[src/rtl/ycc_pkg.sv]
package ycc_pkg;
  localparam int CF_W = 16;
  localparam int FRAC = 12;
  localparam int NCOMP = 3;

  typedef logic signed [CF_W-1:0] coef_t;
  typedef enum logic {STD_SD = 1'b0, STD_HD = 1'b1} std_e;

  // row: 0 luma, 1 blue diff, 2 red diff; col: 0 red, 1 green, 2 blue
  function automatic coef_t coef(input std_e s, input int row, input int col);
    int idx;
    idx = row * 3 + col;
    if (s == STD_HD) begin
      case (idx)
        0: return 16'sd2991;  1: return 16'sd10064; 2: return 16'sd1016;
        3: return -16'sd1649; 4: return -16'sd5547; 5: return 16'sd7196;
        6: return 16'sd7196;  7: return -16'sd6536; default: return -16'sd660;
      endcase
    end else begin
      case (idx)
        0: return 16'sd4207;  1: return 16'sd8260;  2: return 16'sd1604;
        3: return -16'sd2428; 4: return -16'sd4768; 5: return 16'sd7196;
        6: return 16'sd7196;  7: return -16'sd6026; default: return -16'sd1170;
      endcase
    end
  endfunction

  function automatic int row_ofs(input int row, input int out_w);
    return (row == 0) ? (16 << (out_w - 8)) : (128 << (out_w - 8));
  endfunction

  function automatic int row_lo(input int out_w);
    return 16 << (out_w - 8);
  endfunction

  function automatic int row_hi(input int row, input int out_w);
    return (row == 0) ? (235 << (out_w - 8)) : (240 << (out_w - 8));
  endfunction
endpackage

[src/rtl/ycc_std_hold.sv]
module ycc_std_hold
  import ycc_pkg::*;
(
  input  logic clk,
  input  logic rst,
  input  logic take,      // a pixel is accepted this cycle
  input  logic take_sof,  // that pixel starts a frame
  input  logic std_in,
  output std_e std_eff
);
  std_e held_q;

  // a frame-start pixel already uses the new standard
  always_comb begin
    std_eff = (take && take_sof) ? std_e'(std_in) : held_q;
  end

  always_ff @(posedge clk) begin
    if (rst)
      held_q <= STD_SD;
    else if (take && take_sof)
      held_q <= std_e'(std_in);
  end
endmodule

[src/rtl/ycc_row.sv]
module ycc_row
  import ycc_pkg::*;
#(
  parameter int IN_W  = 8,
  parameter int OUT_W = 10,
  parameter int ROW   = 0
) (
  input  logic             clk,
  input  logic             adv,
  input  std_e             std_sel,
  input  logic [IN_W-1:0]  px [NCOMP],
  output logic [OUT_W-1:0] res
);
  localparam int PROD_W = CF_W + IN_W + 1;
  localparam int SUM_W  = PROD_W + 2;
  localparam int OFS    = row_ofs(ROW, OUT_W);
  localparam int LO     = row_lo(OUT_W);
  localparam int HI     = row_hi(ROW, OUT_W);
  localparam logic signed [SUM_W-1:0] HALF = SUM_W'(1) <<< (FRAC - 1);

  logic signed [PROD_W-1:0] prod_q [NCOMP];
  logic signed [SUM_W-1:0]  acc_q;

  // stage 1: one product per colour
  for (genvar k = 0; k < NCOMP; k++) begin : g_mul
    logic signed [PROD_W-1:0] cf_x;
    logic signed [PROD_W-1:0] px_x;
    coef_t cf;
    always_comb begin
      cf   = coef(std_sel, ROW, k);
      cf_x = {{(PROD_W-CF_W){cf[CF_W-1]}}, cf};
      px_x = {{(PROD_W-IN_W){1'b0}}, px[k]};
    end
    always_ff @(posedge clk) begin
      if (adv) prod_q[k] <= cf_x * px_x;
    end
  end

  // stage 2: sum, round half up, add offset
  logic signed [SUM_W-1:0] sum_c;
  always_comb begin
    sum_c = '0;
    for (int k = 0; k < NCOMP; k++)
      sum_c = sum_c + {{(SUM_W-PROD_W){prod_q[k][PROD_W-1]}}, prod_q[k]};
  end

  always_ff @(posedge clk) begin
    if (adv) acc_q <= SUM_W'(OFS) + ((sum_c + HALF) >>> FRAC);
  end

  // stage 3: clamp to the legal range and register
  always_ff @(posedge clk) begin
    if (adv) begin
      if (acc_q < SUM_W'(LO))
        res <= OUT_W'(LO);
      else if (acc_q > SUM_W'(HI))
        res <= OUT_W'(HI);
      else
        res <= acc_q[OUT_W-1:0];
    end
  end
endmodule

[src/rtl/rgb2ycc_dual.sv]
module rgb2ycc_dual
  import ycc_pkg::*;
#(
  parameter int IN_W   = 8,
  parameter int OUT_W  = 10,
  parameter int STAGES = 3
) (
  input  logic             clk,
  input  logic             rst,
  input  logic             in_valid,
  output logic             in_ready,
  input  logic [IN_W-1:0]  in_r,
  input  logic [IN_W-1:0]  in_g,
  input  logic [IN_W-1:0]  in_b,
  input  logic             in_sof,
  input  logic             in_eol,
  input  logic             std_hd,
  output logic             out_valid,
  input  logic             out_ready,
  output logic [OUT_W-1:0] out_y,
  output logic [OUT_W-1:0] out_cb,
  output logic [OUT_W-1:0] out_cr,
  output logic             out_sof,
  output logic             out_eol
);
  localparam int LAST = STAGES - 1;

  logic adv;
  logic vld_q [STAGES];
  logic sof_q [STAGES];
  logic eol_q [STAGES];
  std_e std_now;
  logic [IN_W-1:0]  px [NCOMP];
  logic [OUT_W-1:0] res [NCOMP];

  // whole pipe moves unless the last stage holds an unaccepted pixel
  assign adv      = !vld_q[LAST] || out_ready;
  assign in_ready = adv;

  assign px[0] = in_r;
  assign px[1] = in_g;
  assign px[2] = in_b;

  ycc_std_hold u_std (
    .clk      (clk),
    .rst      (rst),
    .take     (in_valid && adv),
    .take_sof (in_sof),
    .std_in   (std_hd),
    .std_eff  (std_now)
  );

  for (genvar r = 0; r < NCOMP; r++) begin : g_row
    ycc_row #(.IN_W(IN_W), .OUT_W(OUT_W), .ROW(r)) u_row (
      .clk     (clk),
      .adv     (adv),
      .std_sel (std_now),
      .px      (px),
      .res     (res[r])
    );
  end

  // sideband delay line matched to the datapath
  for (genvar s = 0; s < STAGES; s++) begin : g_side
    always_ff @(posedge clk) begin
      if (rst) begin
        vld_q[s] <= 1'b0;
        sof_q[s] <= 1'b0;
        eol_q[s] <= 1'b0;
      end else if (adv) begin
        if (s == 0) begin
          vld_q[s] <= in_valid;
          sof_q[s] <= in_sof;
          eol_q[s] <= in_eol;
        end else begin
          vld_q[s] <= vld_q[(s == 0) ? 0 : s-1];
          sof_q[s] <= sof_q[(s == 0) ? 0 : s-1];
          eol_q[s] <= eol_q[(s == 0) ? 0 : s-1];
        end
      end
    end
  end

  assign out_valid = vld_q[LAST];
  assign out_sof   = sof_q[LAST];
  assign out_eol   = eol_q[LAST];
  assign out_y     = res[0];
  assign out_cb    = res[1];
  assign out_cr    = res[2];
endmodule

[config.mk]
export PLATFORM = sky130hd
export DESIGN_NAME = rgb2ycc_dual
export DESIGN_NICKNAME = d
export VERILOG_FILES = /design/src/rtl/ycc_pkg.sv /design/src/rtl/ycc_std_hold.sv /design/src/rtl/ycc_row.sv /design/src/rtl/rgb2ycc_dual.sv
export SDC_FILE = /design/constraint.sdc
export NUM_CORES = 2
export LEC_CHECK = 0
export CAP_MARGIN = 15
export CORE_MARGIN = 8
export CORE_UTILIZATION = 55
export CTS_BUF_LIST = sky130_fd_sc_hd__clkbuf_8
export DETAILED_ROUTE_END_ITERATION = 7
export PLACE_DENSITY = 0.72
export SLEW_MARGIN = 15
export SYNTH_ARGS = -nofsm -noshare
export SYNTH_HDL_FRONTEND = slang
export SYNTH_SLANG_ARGS = --single-unit
[constraint.sdc]
create_clock -name clk -period 16.8 [get_ports clk]
set_input_delay 3.36 -clock clk [delete_from_list [all_inputs] [get_ports clk]]
set_output_delay 3.36 -clock clk [all_outputs]
set_load 0.1 [all_outputs]
==> results.md <==
| Item | Reported | Unit |
|---|---|---|
| F_max | 0.0975 | GHz |
| Worst-path maximum fanout | 54 | - |
| Share of cells above drive strength 1 | 0.0327 | - |
| Clock sinks | 263 | - |
| Number of flops mapped to enable cells by yosys | 262 | - |
| Detailed-routing iteration count for the pre-antenna-repair pass | 6 | - |
| Final hold viol count | 0 | - |
| Global routing usage summed across all routing layers | 0.231 | - |
| Worst flop-to-flop path endpoint | g_row[1].u_row.prod_q[0][49]$_DFFE_PN_ | - |
| Antenna violations before repair | 2 | - |
| Wire length of the first global-routing pass | 122 | mm |
| Max-cap violations | 0 | - |
| Number of flip-flops and latches in the synthesized netlist | 263 | - |
| R2R Setup Slk | 9.33 | ns |
| Final nets | 4183 | - |
| Timing startpoint of the critical path | out_ready | - |
| Area of combinational cells with multiple inputs | 21600 | sq um |
| Sum of overflow across all layers after global routing | 0 | - |
| Transition time of the tightest slew-check pin | 1.00 | ns |
| Mean instance size in the synthesized netlist | 10.3 | sq um |
| Clock Latency Late Sink | 0.63 | ns |
| Cell area after layout | 34700 | sq um |
| # rows | 88 | - |
| Fill cell instance count of the final layout | 4893 | - |
| Number of failing setup endpoints in the final timing report | 0 | - |
| RD Place Congestion | 0.910 | - |
| HP Class | reg2reg | - |
| Startpoint kind of the worst setup timing path | input pin | - |
| Final routed wire length divided by cell count | 18.7 | um |
| Clock tree from TritonCTS | built | - |
| Run status | finished, final reports clean | - |
| Count of buffers from port buffering | 64 | - |
| End point of the critical path | g_row[1].u_row.prod_q[0][49]$_DFFE_PN_ | - |
| Number of cells upsized or downsized after cts | 0 | - |
| DRC | 0 | - |
| Unrepaired setup endpoints after global routing | no | - |
| HPWL after detailed placement | 63.0 | mm |
| Min cycle time layout | 10.25 | ns |
| WS Path Type | in2reg | - |
| Core box area | 57700 | sq um |
| Leading register cell type out of synthesis | edfxtp_1 | - |
| Clock H-tree levels | 2 | - |
| Number of violations reported at the end of detailed-routing iteration 0 | 1153 | - |
| CTS Hold Buffers Added | 0 | - |
| Max-slew headroom at the worst pin | 0.331 | - |
| Setup TNS | 0 | ns |
| Via Count | 21765 | - |
| Critical Path AT | 10.61 | ns |
| Required time worst endpoint | 17.16 | ns |
| Height of the die | 257 | um |
| Sequential area share after synthesis | 0.246 | - |
| Starting utilization of the core area | 0.556 | - |
| Total setup buffers inserted after CTS | 0 | - |
| Clk Tree Root Cell | clkbuf_8 | - |
| Post-synthesis cell area | 32100 | sq um |
| Final ANT Viol Nets | 0 | - |
| Maximum clock path buffer count | 3 | - |
| Mapped Cells | 3111 | - |
| Count of warnings emitted by yosys | 0 | - |
| X dimension of the die | 257 | um |
| Maximum number of pins on one net before global-route repair | 78 | - |
| Via density per instance | 5.39 | - |
| Signed area change from the synthesized netlist to the final layout | 8.17 | % |
| Total placed instance area | 33700 | sq um |
| Ys async rst share | 0 | - |
| Part of the cycle the worst path needs | 0.610 | - |
| Clock transition at the registers of the reported paths | 0.06 | ns |
| Synth unique cells | 70 | - |
| Min-Delay Path Depth | 1 | - |
| Total I/O pin count | 65 | - |
| Number of pins with negative max-slew slack in the final report | 0 | - |
| Worst-case clock skew | 0.0234 | ns |
| Total die area | 66300 | sq um |
| Number of global-route vias before repair | 23134 | - |
| Register area | 7890 | sq um |
| Crit path capture type | flip-flop | - |
| Reg-to-reg startpoint | vld_q[2]$_SDFFCE_PN0P_ | - |
| Inserted Clock Buffers | 49 | - |
| R2R cell count | 25 | - |
| Post-detailed-routing wire length | 75.3 | mm |
-- stage by stage --
stage / std cells / hold WS, ns / util / setup WS [ns]
after floorplan: 3135 / 0.497 / - / 0.692
after global placement: 3949 / 0.499 / 0.585 / 6.11
after detailed placement: 3949 / 0.514 / 0.585 / 5.94
after CTS: 4035 / 0.529 / 0.601 / 6.61
after global routing: 4036 / 0.560 / 0.601 / 6.13
final: 4036 / 0.524 / 0.601 / 6.55
-- layout make-up --
class | count | area share
antenna | 1 | 0.0000721
clock buffer | 49 | 0.0194
clock inverter | 37 | 0.00797
inverter | 705 | 0.0763
multi-input combinational | 2146 | 0.622
sequential | 263 | 0.227
tap | 765 | 0.0276
timing repair buffer | 70 | 0.0198
-- placed cells by master, fill, tap and decap left out, types with 22 or more instances in the layout --
cell,count
o21ai_0,63
nor2_1,157
clkdlybuf4s50_1,64
xnor2_1,168
nand2_1,127
edfxtp_1,262
clkbuf_8,49
o21bai_1,31
a21oi_1,142
nand2b_1,22
nor3_1,45
and2_1,33
inv_1,721
o21a_1,35
conb_1,26
fa_1,335
nor2b_1,22
xor2_1,49
ha_1,582
a21o_1,60
nand3_1,37
-- state kept, by name (all words and copies together) (netlist names) --
signal and flops:
eol_q 3, u_std.held_q 1, g_row.u_row.res 30, vld_q 3, g_row.u_row.prod_q 178, sof_q 3
g_row.u_row.acc_q 45
-- logic make-up (layout without fill, tap and decap cells) --
group,Yosys count,after routing,synth area share
other,2,27,0.000234
adder cells (fa/ha/maj),917,917,0.436
AO/OA/AOI/OAI,453,453,0.0927
AND/OR/NAND/NOR,527,527,0.0788
multiplexers,6,6,0.00191
flip-flops,263,263,0.246
buffers and inverters,726,861,0.0850
XOR/XNOR,217,217,0.0593
-- cell usage after synthesis, types with 9 or more instances --
| master | number | area [sq um] |
|---|---|---|
| clkbuf_1 | 20 | 75.1 |
| nor2_1 | 157 | 589 |
| a211oi_1 | 15 | 113 |
| a21oi_1 | 142 | 711 |
| or3_1 | 10 | 62.6 |
| nand3_1 | 37 | 185 |
| o21a_1 | 35 | 263 |
| nand2_1 | 127 | 477 |
| a211o_1 | 9 | 78.8 |
| ha_1 | 582 | 7280 |
| xor2_1 | 49 | 429 |
| inv_1 | 705 | 2650 |
| or2_2 | 16 | 100 |
| fa_1 | 335 | 6710 |
| edfxtp_1 | 262 | 7870 |
| nor3_1 | 45 | 225 |
| o21ai_0 | 63 | 315 |
| and3_1 | 16 | 100 |
| o21bai_1 | 31 | 233 |
| a21boi_0 | 12 | 90.1 |
| a31oi_1 | 10 | 62.6 |
| a21o_1 | 60 | 450 |
| nand2b_1 | 23 | 144 |
| nor4_1 | 12 | 75.1 |
| xnor2_1 | 168 | 1470 |
| nor2b_1 | 22 | 138 |
| and2_1 | 33 | 206 |
| o211ai_1 | 15 | 113 |
-- how the worst min path moves through the flow --
stage                  startpoint                     end  slack, ns
2_1_floorplan  eol_q[0]$_DFFE_PP_      eol_q[1]$_DFFE_PP_       0.50
3_5_place_dp   sof_q[1]$_DFFE_PP_  sof_q[2]$_SDFFCE_PN0P_       0.51
5_1_grt        sof_q[1]$_DFFE_PP_  sof_q[2]$_SDFFCE_PN0P_       0.56
4_1_cts        sof_q[1]$_DFFE_PP_  sof_q[2]$_SDFFCE_PN0P_       0.53
3_3_place_gp   sof_q[0]$_DFFE_PP_      sof_q[1]$_DFFE_PP_       0.50
6_report       sof_q[1]$_DFFE_PP_  sof_q[2]$_SDFFCE_PN0P_       0.52
-- worst max-delay path: stages --
cell and delay, ns:
clkdlybuf4s50_1 0.45, nand2b_4 0.58, and3_1 0.30, mux2_2 0.67, nand2_1 0.28, inv_1 0.17
or2_2 0.35, ha_1 0.32, inv_1 0.07, fa_1 0.52, inv_1 0.04, ha_1 0.27
inv_1 0.06, fa_1 0.55, inv_1 0.08, ha_1 0.30, a21o_1 0.18, a21oi_1 0.23
o21bai_1 0.11, a2111oi_0 0.58, nor3_1 0.16, nor2_1 0.25, a211oi_1 0.11, nor3b_1 0.33
a21oi_1 0.13, xnor2_1 0.14
-- per-layer routing --
layer	GRT usage	vias up	share of wire
met3	0.0320	120	0.046
met4	0.0711	0	0.032
met5	0	-	0
met1	0.306	10639	0.44
met2	0.391	469	0.48
li1	-	10537	-
Power is not shown: default switching activity piles up to over one toggle a cycle in this logic, so the estimate is an artifact.
